### config.mk
export PLATFORM = sky130hd
export DESIGN_NAME = muldiv_unit
export DESIGN_NICKNAME = d
export VERILOG_FILES = /design/src/rtl/md_pkg.sv /design/src/rtl/md_ctrl.sv /design/src/rtl/md_dpath.sv /design/src/rtl/muldiv_unit.sv
export SDC_FILE = /design/constraint.sdc
export NUM_CORES = 1
export LEC_CHECK = 0
export ABC_CLOCK_PERIOD_IN_PS = 11400
export BUFFER_PORTS_ARGS = -buffer_cell sky130_fd_sc_hd__buf_2
export CAP_MARGIN = 30
export CORE_MARGIN = 5
export CORE_UTILIZATION = 66
export CTS_CLUSTER_SIZE = 14
export DETAILED_ROUTE_END_ITERATION = 16
export PLACE_DENSITY_LB_ADDON = 0.3
export SETUP_SLACK_MARGIN = 0.4
export SYNTH_ARGS = -nofsm -noshare
export SYNTH_HDL_FRONTEND = slang
export SYNTH_SLANG_ARGS = --single-unit
### constraint.sdc
create_clock -name clk -period 11.4 [get_ports clk]
set_input_delay 0.57 -clock clk [delete_from_list [all_inputs] [get_ports clk]]
set_output_delay 0.57 -clock clk [all_outputs]
set_load 0.02 [all_outputs]
### src/rtl/md_pkg.sv
package md_pkg;

  typedef enum logic {
    OP_MUL = 1'b0,
    OP_DIV = 1'b1
  } mdOp_e;

  // Strobes from the sequencer to the datapath
  typedef struct packed {
    logic load;    // capture operands, clear working state
    logic step;    // perform one iteration
    logic commit;  // final iteration: write HI/LO
  } mdCtrl_t;

endpackage

### src/rtl/md_ctrl.sv
module md_ctrl
  import md_pkg::*;
#(
  parameter int WIDTH = 32
) (
  input  logic    clk,
  input  logic    rstN,
  input  logic    start,
  output mdCtrl_t ctrl,
  output logic    busy,
  output logic    done
);

  localparam int CNT_W = (WIDTH > 2) ? $clog2(WIDTH) : 1;
  localparam logic [CNT_W-1:0] LAST_STEP = CNT_W'(WIDTH - 1);

  logic [CNT_W-1:0] stepCnt;

  always_comb begin
    ctrl.load   = start && !busy;
    ctrl.step   = busy;
    ctrl.commit = busy && (stepCnt == LAST_STEP);
  end

  always_ff @(posedge clk) begin
    if (!rstN) begin
      busy    <= 1'b0;
      done    <= 1'b0;
      stepCnt <= '0;
    end else begin
      done <= ctrl.commit;
      if (ctrl.load) begin
        busy    <= 1'b1;
        stepCnt <= '0;
      end else if (ctrl.commit) begin
        busy    <= 1'b0;
      end else if (busy) begin
        stepCnt <= stepCnt + 1'b1;
      end
    end
  end

  // a running operation is never cut short, start or not
  a_r5_busy_hold: assert property (@(posedge clk) disable iff (!rstN)
    (busy && !ctrl.commit) |=> busy);

  // busy rises only after a start request
  a_r6_rise_on_start: assert property (@(posedge clk) disable iff (!rstN)
    $rose(busy) |-> $past(start));

  // done directly follows the busy window
  a_r6_done_after_busy: assert property (@(posedge clk) disable iff (!rstN)
    done |-> ($past(busy) && !busy));

  // done is a single-cycle pulse
  a_r6_done_single: assert property (@(posedge clk) disable iff (!rstN)
    done |=> !done);

endmodule

### src/rtl/md_dpath.sv
module md_dpath
  import md_pkg::*;
#(
  parameter int WIDTH = 32
) (
  input  logic             clk,
  input  logic             rstN,
  input  mdCtrl_t          ctrl,
  input  mdOp_e            opSel,
  input  logic [WIDTH-1:0] srcA,
  input  logic [WIDTH-1:0] srcB,
  output logic [WIDTH-1:0] hiReg,
  output logic [WIDTH-1:0] loReg
);

  localparam int DW = 2 * WIDTH;

  // Working state: workHi is accumulator / partial remainder,
  // workLo is multiplier / dividend-then-quotient
  logic [WIDTH-1:0] workHi, workLo, magB;
  logic             isDiv, negMain, negRem, divZero;

  logic [WIDTH-1:0] magA, magBIn;
  logic             signA, signB;

  logic [WIDTH:0]   mulSum;
  logic [WIDTH:0]   divShift;
  logic [WIDTH+1:0] divDiff;
  logic             divFits;
  logic [WIDTH-1:0] nextHi, nextLo;

  logic [DW-1:0]    prodRaw, prodFix;
  logic [WIDTH-1:0] quoFix, remFix, resHi, resLo;

  // Operand magnitudes (the most negative value maps to itself, unsigned)
  always_comb begin
    signA  = srcA[WIDTH-1];
    signB  = srcB[WIDTH-1];
    magA   = signA ? (~srcA + 1'b1) : srcA;
    magBIn = signB ? (~srcB + 1'b1) : srcB;
  end

  // One iteration of either algorithm
  always_comb begin
    mulSum   = {1'b0, workHi} + {1'b0, (workLo[0] ? magB : {WIDTH{1'b0}})};
    divShift = {workHi, workLo[WIDTH-1]};
    divDiff  = {1'b0, divShift} - {2'b00, magB};
    divFits  = !divDiff[WIDTH+1];
    if (isDiv) begin
      nextHi = divFits ? divDiff[WIDTH-1:0] : divShift[WIDTH-1:0];
      nextLo = {workLo[WIDTH-2:0], divFits};
    end else begin
      nextHi = mulSum[WIDTH:1];
      nextLo = {mulSum[0], workLo[WIDTH-1:1]};
    end
  end

  // Sign correction and result selection
  always_comb begin
    prodRaw = {nextHi, nextLo};
    prodFix = negMain ? (~prodRaw + 1'b1) : prodRaw;
    quoFix  = negMain ? (~nextLo + 1'b1) : nextLo;
    remFix  = negRem  ? (~nextHi + 1'b1) : nextHi;
    if (!isDiv) begin
      resHi = prodFix[DW-1:WIDTH];
      resLo = prodFix[WIDTH-1:0];
    end else if (divZero) begin
      resHi = remFix;
      resLo = {WIDTH{1'b1}};
    end else begin
      resHi = remFix;
      resLo = quoFix;
    end
  end

  always_ff @(posedge clk) begin
    if (!rstN) begin
      workHi  <= '0;
      workLo  <= '0;
      magB    <= '0;
      isDiv   <= 1'b0;
      negMain <= 1'b0;
      negRem  <= 1'b0;
      divZero <= 1'b0;
      hiReg   <= '0;
      loReg   <= '0;
    end else if (ctrl.load) begin
      workHi  <= '0;
      workLo  <= magA;
      magB    <= magBIn;
      isDiv   <= (opSel == OP_DIV);
      negMain <= signA ^ signB;
      negRem  <= signA;
      divZero <= (srcB == '0);
    end else if (ctrl.step) begin
      workHi <= nextHi;
      workLo <= nextLo;
      if (ctrl.commit) begin
        hiReg <= resHi;
        loReg <= resLo;
      end
    end
  end

  // the remainder magnitude always ends below the divisor magnitude
  a_r2_rem_bound: assert property (@(posedge clk) disable iff (!rstN)
    (ctrl.commit && isDiv && !divZero) |-> (nextHi < magB));

  // a product with a zero multiplier clears both halves
  a_r1_mul_zero: assert property (@(posedge clk) disable iff (!rstN)
    (ctrl.commit && !isDiv && (magB == '0)) |=> (hiReg == '0 && loReg == '0));

endmodule

### src/rtl/muldiv_unit.sv
module muldiv_unit
  import md_pkg::*;
#(
  parameter int WIDTH = 32
) (
  input  logic             clk,
  input  logic             rstN,
  input  logic             start,
  input  logic             opSel,
  input  logic [WIDTH-1:0] srcA,
  input  logic [WIDTH-1:0] srcB,
  output logic             busy,
  output logic             done,
  output logic [WIDTH-1:0] hiOut,
  output logic [WIDTH-1:0] loOut
);

  mdCtrl_t ctrl;

  md_ctrl #(.WIDTH(WIDTH)) i_ctrl (
    .clk  (clk),
    .rstN (rstN),
    .start(start),
    .ctrl (ctrl),
    .busy (busy),
    .done (done)
  );

  md_dpath #(.WIDTH(WIDTH)) i_dpath (
    .clk  (clk),
    .rstN (rstN),
    .ctrl (ctrl),
    .opSel(mdOp_e'(opSel)),
    .srcA (srcA),
    .srcB (srcB),
    .hiReg(hiOut),
    .loReg(loOut)
  );

  // the result pair changes only in the done cycle
  a_r7_hold_pair: assert property (@(posedge clk) disable iff (!rstN)
    !done |-> ($stable(hiOut) && $stable(loOut)));

endmodule

==> flow_summary.ini <==
[power_and_ir_drop]
ir_drop_uv = 80.62
pwr_density_cell_mw_per_mm2 = 121.1
fin_total_pwr_w = 0.001943
p_leak_nw = 6.857

[timing]
finalCritPeriodShare_pct = 50.55
slew_violations = 0
hold_viol = 0
worst_pin_slew_ns = 1.003
rsz0062_at_grt = no
skew_ns = 0.01443
slew_headroom_pct = 32.85
fin_tns_setup_ns = 0
final-setup-viol-count = 0
min_period_ns = 5.762
clock.fmax_ghz = 0.1735

[setup_path]
cp.required_ns = 11.77
crit_arrival_ns = 6.13
path_depth = 22
crit_path_frequent_cell = a21oi_1
worstSetupPathType = register to register
cp-end-kind = register
crit_chain = inv_1 > ha_1 > a21oi_1 > o22ai_1 > a21oi_2 > nand2_2 > o21a_4 > o31a_1 > inv_1 > ha_1 > o21ai_0 > or4_1 > nor2_1 > and3_1 > and3_1 > nand2_1 > nor3_1 > a41oi_1 > o32ai_1 > a21oi_1 > xor2_1 > a21oi_1
start_kind = register
critPathTopFamily = compound AO/OA/AOI/OAI gates
max_stage_delay_ns = 0.57
cp_max_fo = 23
crit_buf_inv = 2
cp_slowest_cell = or4_1
worst_r2r_path_depth = 22

[cts]
root_buffer = clkbuf_16
ctsHoldBuffers = 0
cts_buffer_depth = 2
cts_max_level = 4
post_cts_resized = 0
clk_pin_slew_ns = 0.08
post-cts-setup-buffer-count = 0
clock_latency_ns = 0.45
cts_tree = done
cts-buffers-inserted = 17
clock_sinks = 171

[floorplanning]
io_pins = 134
start_util_pct = 66.88
die-width_um = 158.7
die_area_mm2 = 0.02519
die_h_um = 158.7
coreArea_mm2 = 0.02182
rows = 54

[worst_hold_path]
min_path_cells = 3
hold_class = primary input to register

[place]
portBuffers = 133
placed_cells = 2334
dp.final_hpwl_mm = 37.16
gp_congestion = 1.062

[logic_synthesis]
synth_compound_area_share_pct = 27.18
async_flop_share_pct = 0
synth_edf_count = 0
synth_top_family_by_area = compound AO/OA/AOI/OAI gates
synth_nets = 2144
synth-simple-area-share_pct = 24.54
synth_fa_ha_area_share_pct = 6.275
synth-seq-area-share_pct = 23.45
syn_inst = 2004
yosys-mux-area-fraction_pct = 4.320
avgSynthCellArea_um2 = 7.284
ys_types = 92
yosysWarnings = 0
yosys.area_share.xor_xnor_pct = 9.301
synth-main-ff-cell = dfxtp_1
synth_area_mm2 = 0.01460
ys_ff_latch = 171

[layout]
final_cell_mix = nor2_1, a21oi_1, dfxtp_1, nand2_1, o21ai_0
fillCellCount = 1828
layout-drive-gt1-share_pct = 11.84
final_common_cell = nor2_1
layout.nets = 2214
layout.cells.non_filler = 2368
areaGrowthSynthToFinish_pct = 9.935

[global_routing]
grt_max_degree = 69
grt_overflow_total = 0
antenna_found_initial = 2
grt_use_total_pct = 37.89
grt_pass1_wl_mm = 79.74
grt_pass1_vias = 14930

[status]
outcome = finished, final reports clean

[detailed_routing]
drt_iter0_drc = 2075
wl_per_cell_um = 21.24
wl_mm = 50.30
num_vias = 15950
drtPass1Iterations = 6
avgViaCountPerCell = 6.734
ant_nets = 0
drc_errors = 0

[flow_run]
cap_violations = 0
## metal layers
layer  share of wire, %  global-route usage [%]
met2                 43                   57.33
met1                 39                   50.73
met5              0.016                       0
met3                 12                   7.439
met4                5.9                   20.81
## final timing paths
check,from,end,slack (ns)
setup reg to reg,i_dpath.magB[8],i_dpath.hiReg[30],5.64
hold reg to reg,i_dpath.hiReg[27],i_dpath.hiReg[27],0.45
setup / recovery,i_dpath.magB[8],i_dpath.hiReg[30],5.64
hold / removal,opSel,i_dpath.isDiv,0.37
## sequential cells by signal, indices dropped and copies added, names as in the netlist
register and count:
i_dpath.isDiv 1, i_dpath.workHi 32, i_dpath.negRem 1, i_dpath.divZero 1, i_dpath.magB 32, i_dpath.negMain 1
i_ctrl.busy 1, i_ctrl.done 1, i_dpath.workLo 32, i_ctrl.stepCnt 5, i_dpath.hiReg 32, i_dpath.loReg 32
## layout make-up
class | instances | area [um2] | share of cell area [%]
timing repair buffer | 162 | 883.3 | 5.505
inverter | 70 | 262.8 | 1.637
tap | 280 | 350.3 | 2.183
multi-input combinational | 1652 | 10470 | 65.24
clock inverter | 15 | 225.2 | 1.404
sequential | 171 | 3428 | 21.36
clock buffer | 17 | 425.4 | 2.651
antenna | 1 | 2.502 | 0.01559
## cells by family after synthesis
logic type,after synthesis
and+or+nand+nor,737
adders and majority gates,72
xor gates and xnor gates,155
muxes,62
buffers and inverters,181
AOI/OAI and AO/OA,626
DFF,171
## through the flow
| step | util (%) | setup WS, ns | instance area, um2 | hold slack, ns |
|---|---|---|---|---|
| 4_1_cts | 73.48 | 5.803 | 16040 | 0.3615 |
| 5_1_grt | 73.52 | 5.354 | 16040 | 0.3925 |
| 6_report | 73.53 | 5.638 | 16050 | 0.3651 |
| 3_3_place_gp | 70.50 | 6.054 | 15390 | 0.4395 |
| 2_1_floorplan | - | 6.648 | 14600 | 0.4403 |
| 3_5_place_dp | 70.50 | 5.995 | 15390 | 0.4422 |
## worst reg2reg max path: stages, from the launching register on
cell	delay, ns
dfxtp_1	0.34
inv_1	0.07
ha_1	0.39
a21oi_1	0.30
o22ai_1	0.20
a21oi_2	0.27
nand2_2	0.15
o21a_4	0.36
o31a_1	0.41
inv_1	0.10
ha_1	0.21
o21ai_0	0.14
or4_1	0.57
nor2_1	0.27
and3_1	0.25
and3_1	0.26
nand2_1	0.10
nor3_1	0.24
a41oi_1	0.23
o32ai_1	0.31
a21oi_1	0.13
xor2_1	0.20
a21oi_1	0.20
## Yosys cell counts, drive strengths merged, types with 14 or more instances
cell type	instances	area share, %
o21ai	144	5.0
nand4	27	1.2
a211oi	61	3.1
a21o	22	1.1
dfxtp	171	23
or3	26	1.1
nor3	41	1.5
or4	19	1.0
mux2i	54	3.7
o211ai	26	1.3
o21a	16	0.87
xor2	83	5.0
inv	68	1.7
nand2b	18	0.77
nor4	18	0.87
a31oi	24	1.0
buf	27	0.97
nand2	164	4.3
xnor2	72	4.3
a21oi	201	6.9
clkbuf	84	2.2
and2	48	2.1
o41ai	14	0.84
and3	16	0.69
ha	70	6.0
o31ai	24	1.3
nand3	45	1.5
nor2	264	6.9
## power breakdown
part | switching (W) | internal (W) | leakage (nW)
registers | 0.0000355 | 0.000620 | 1.39
clock network | 0.000314 | 0.000323 | 0.311
logic | 0.000420 | 0.000230 | 5.15
No activity file was read; power rests on OpenSTA's default activity.
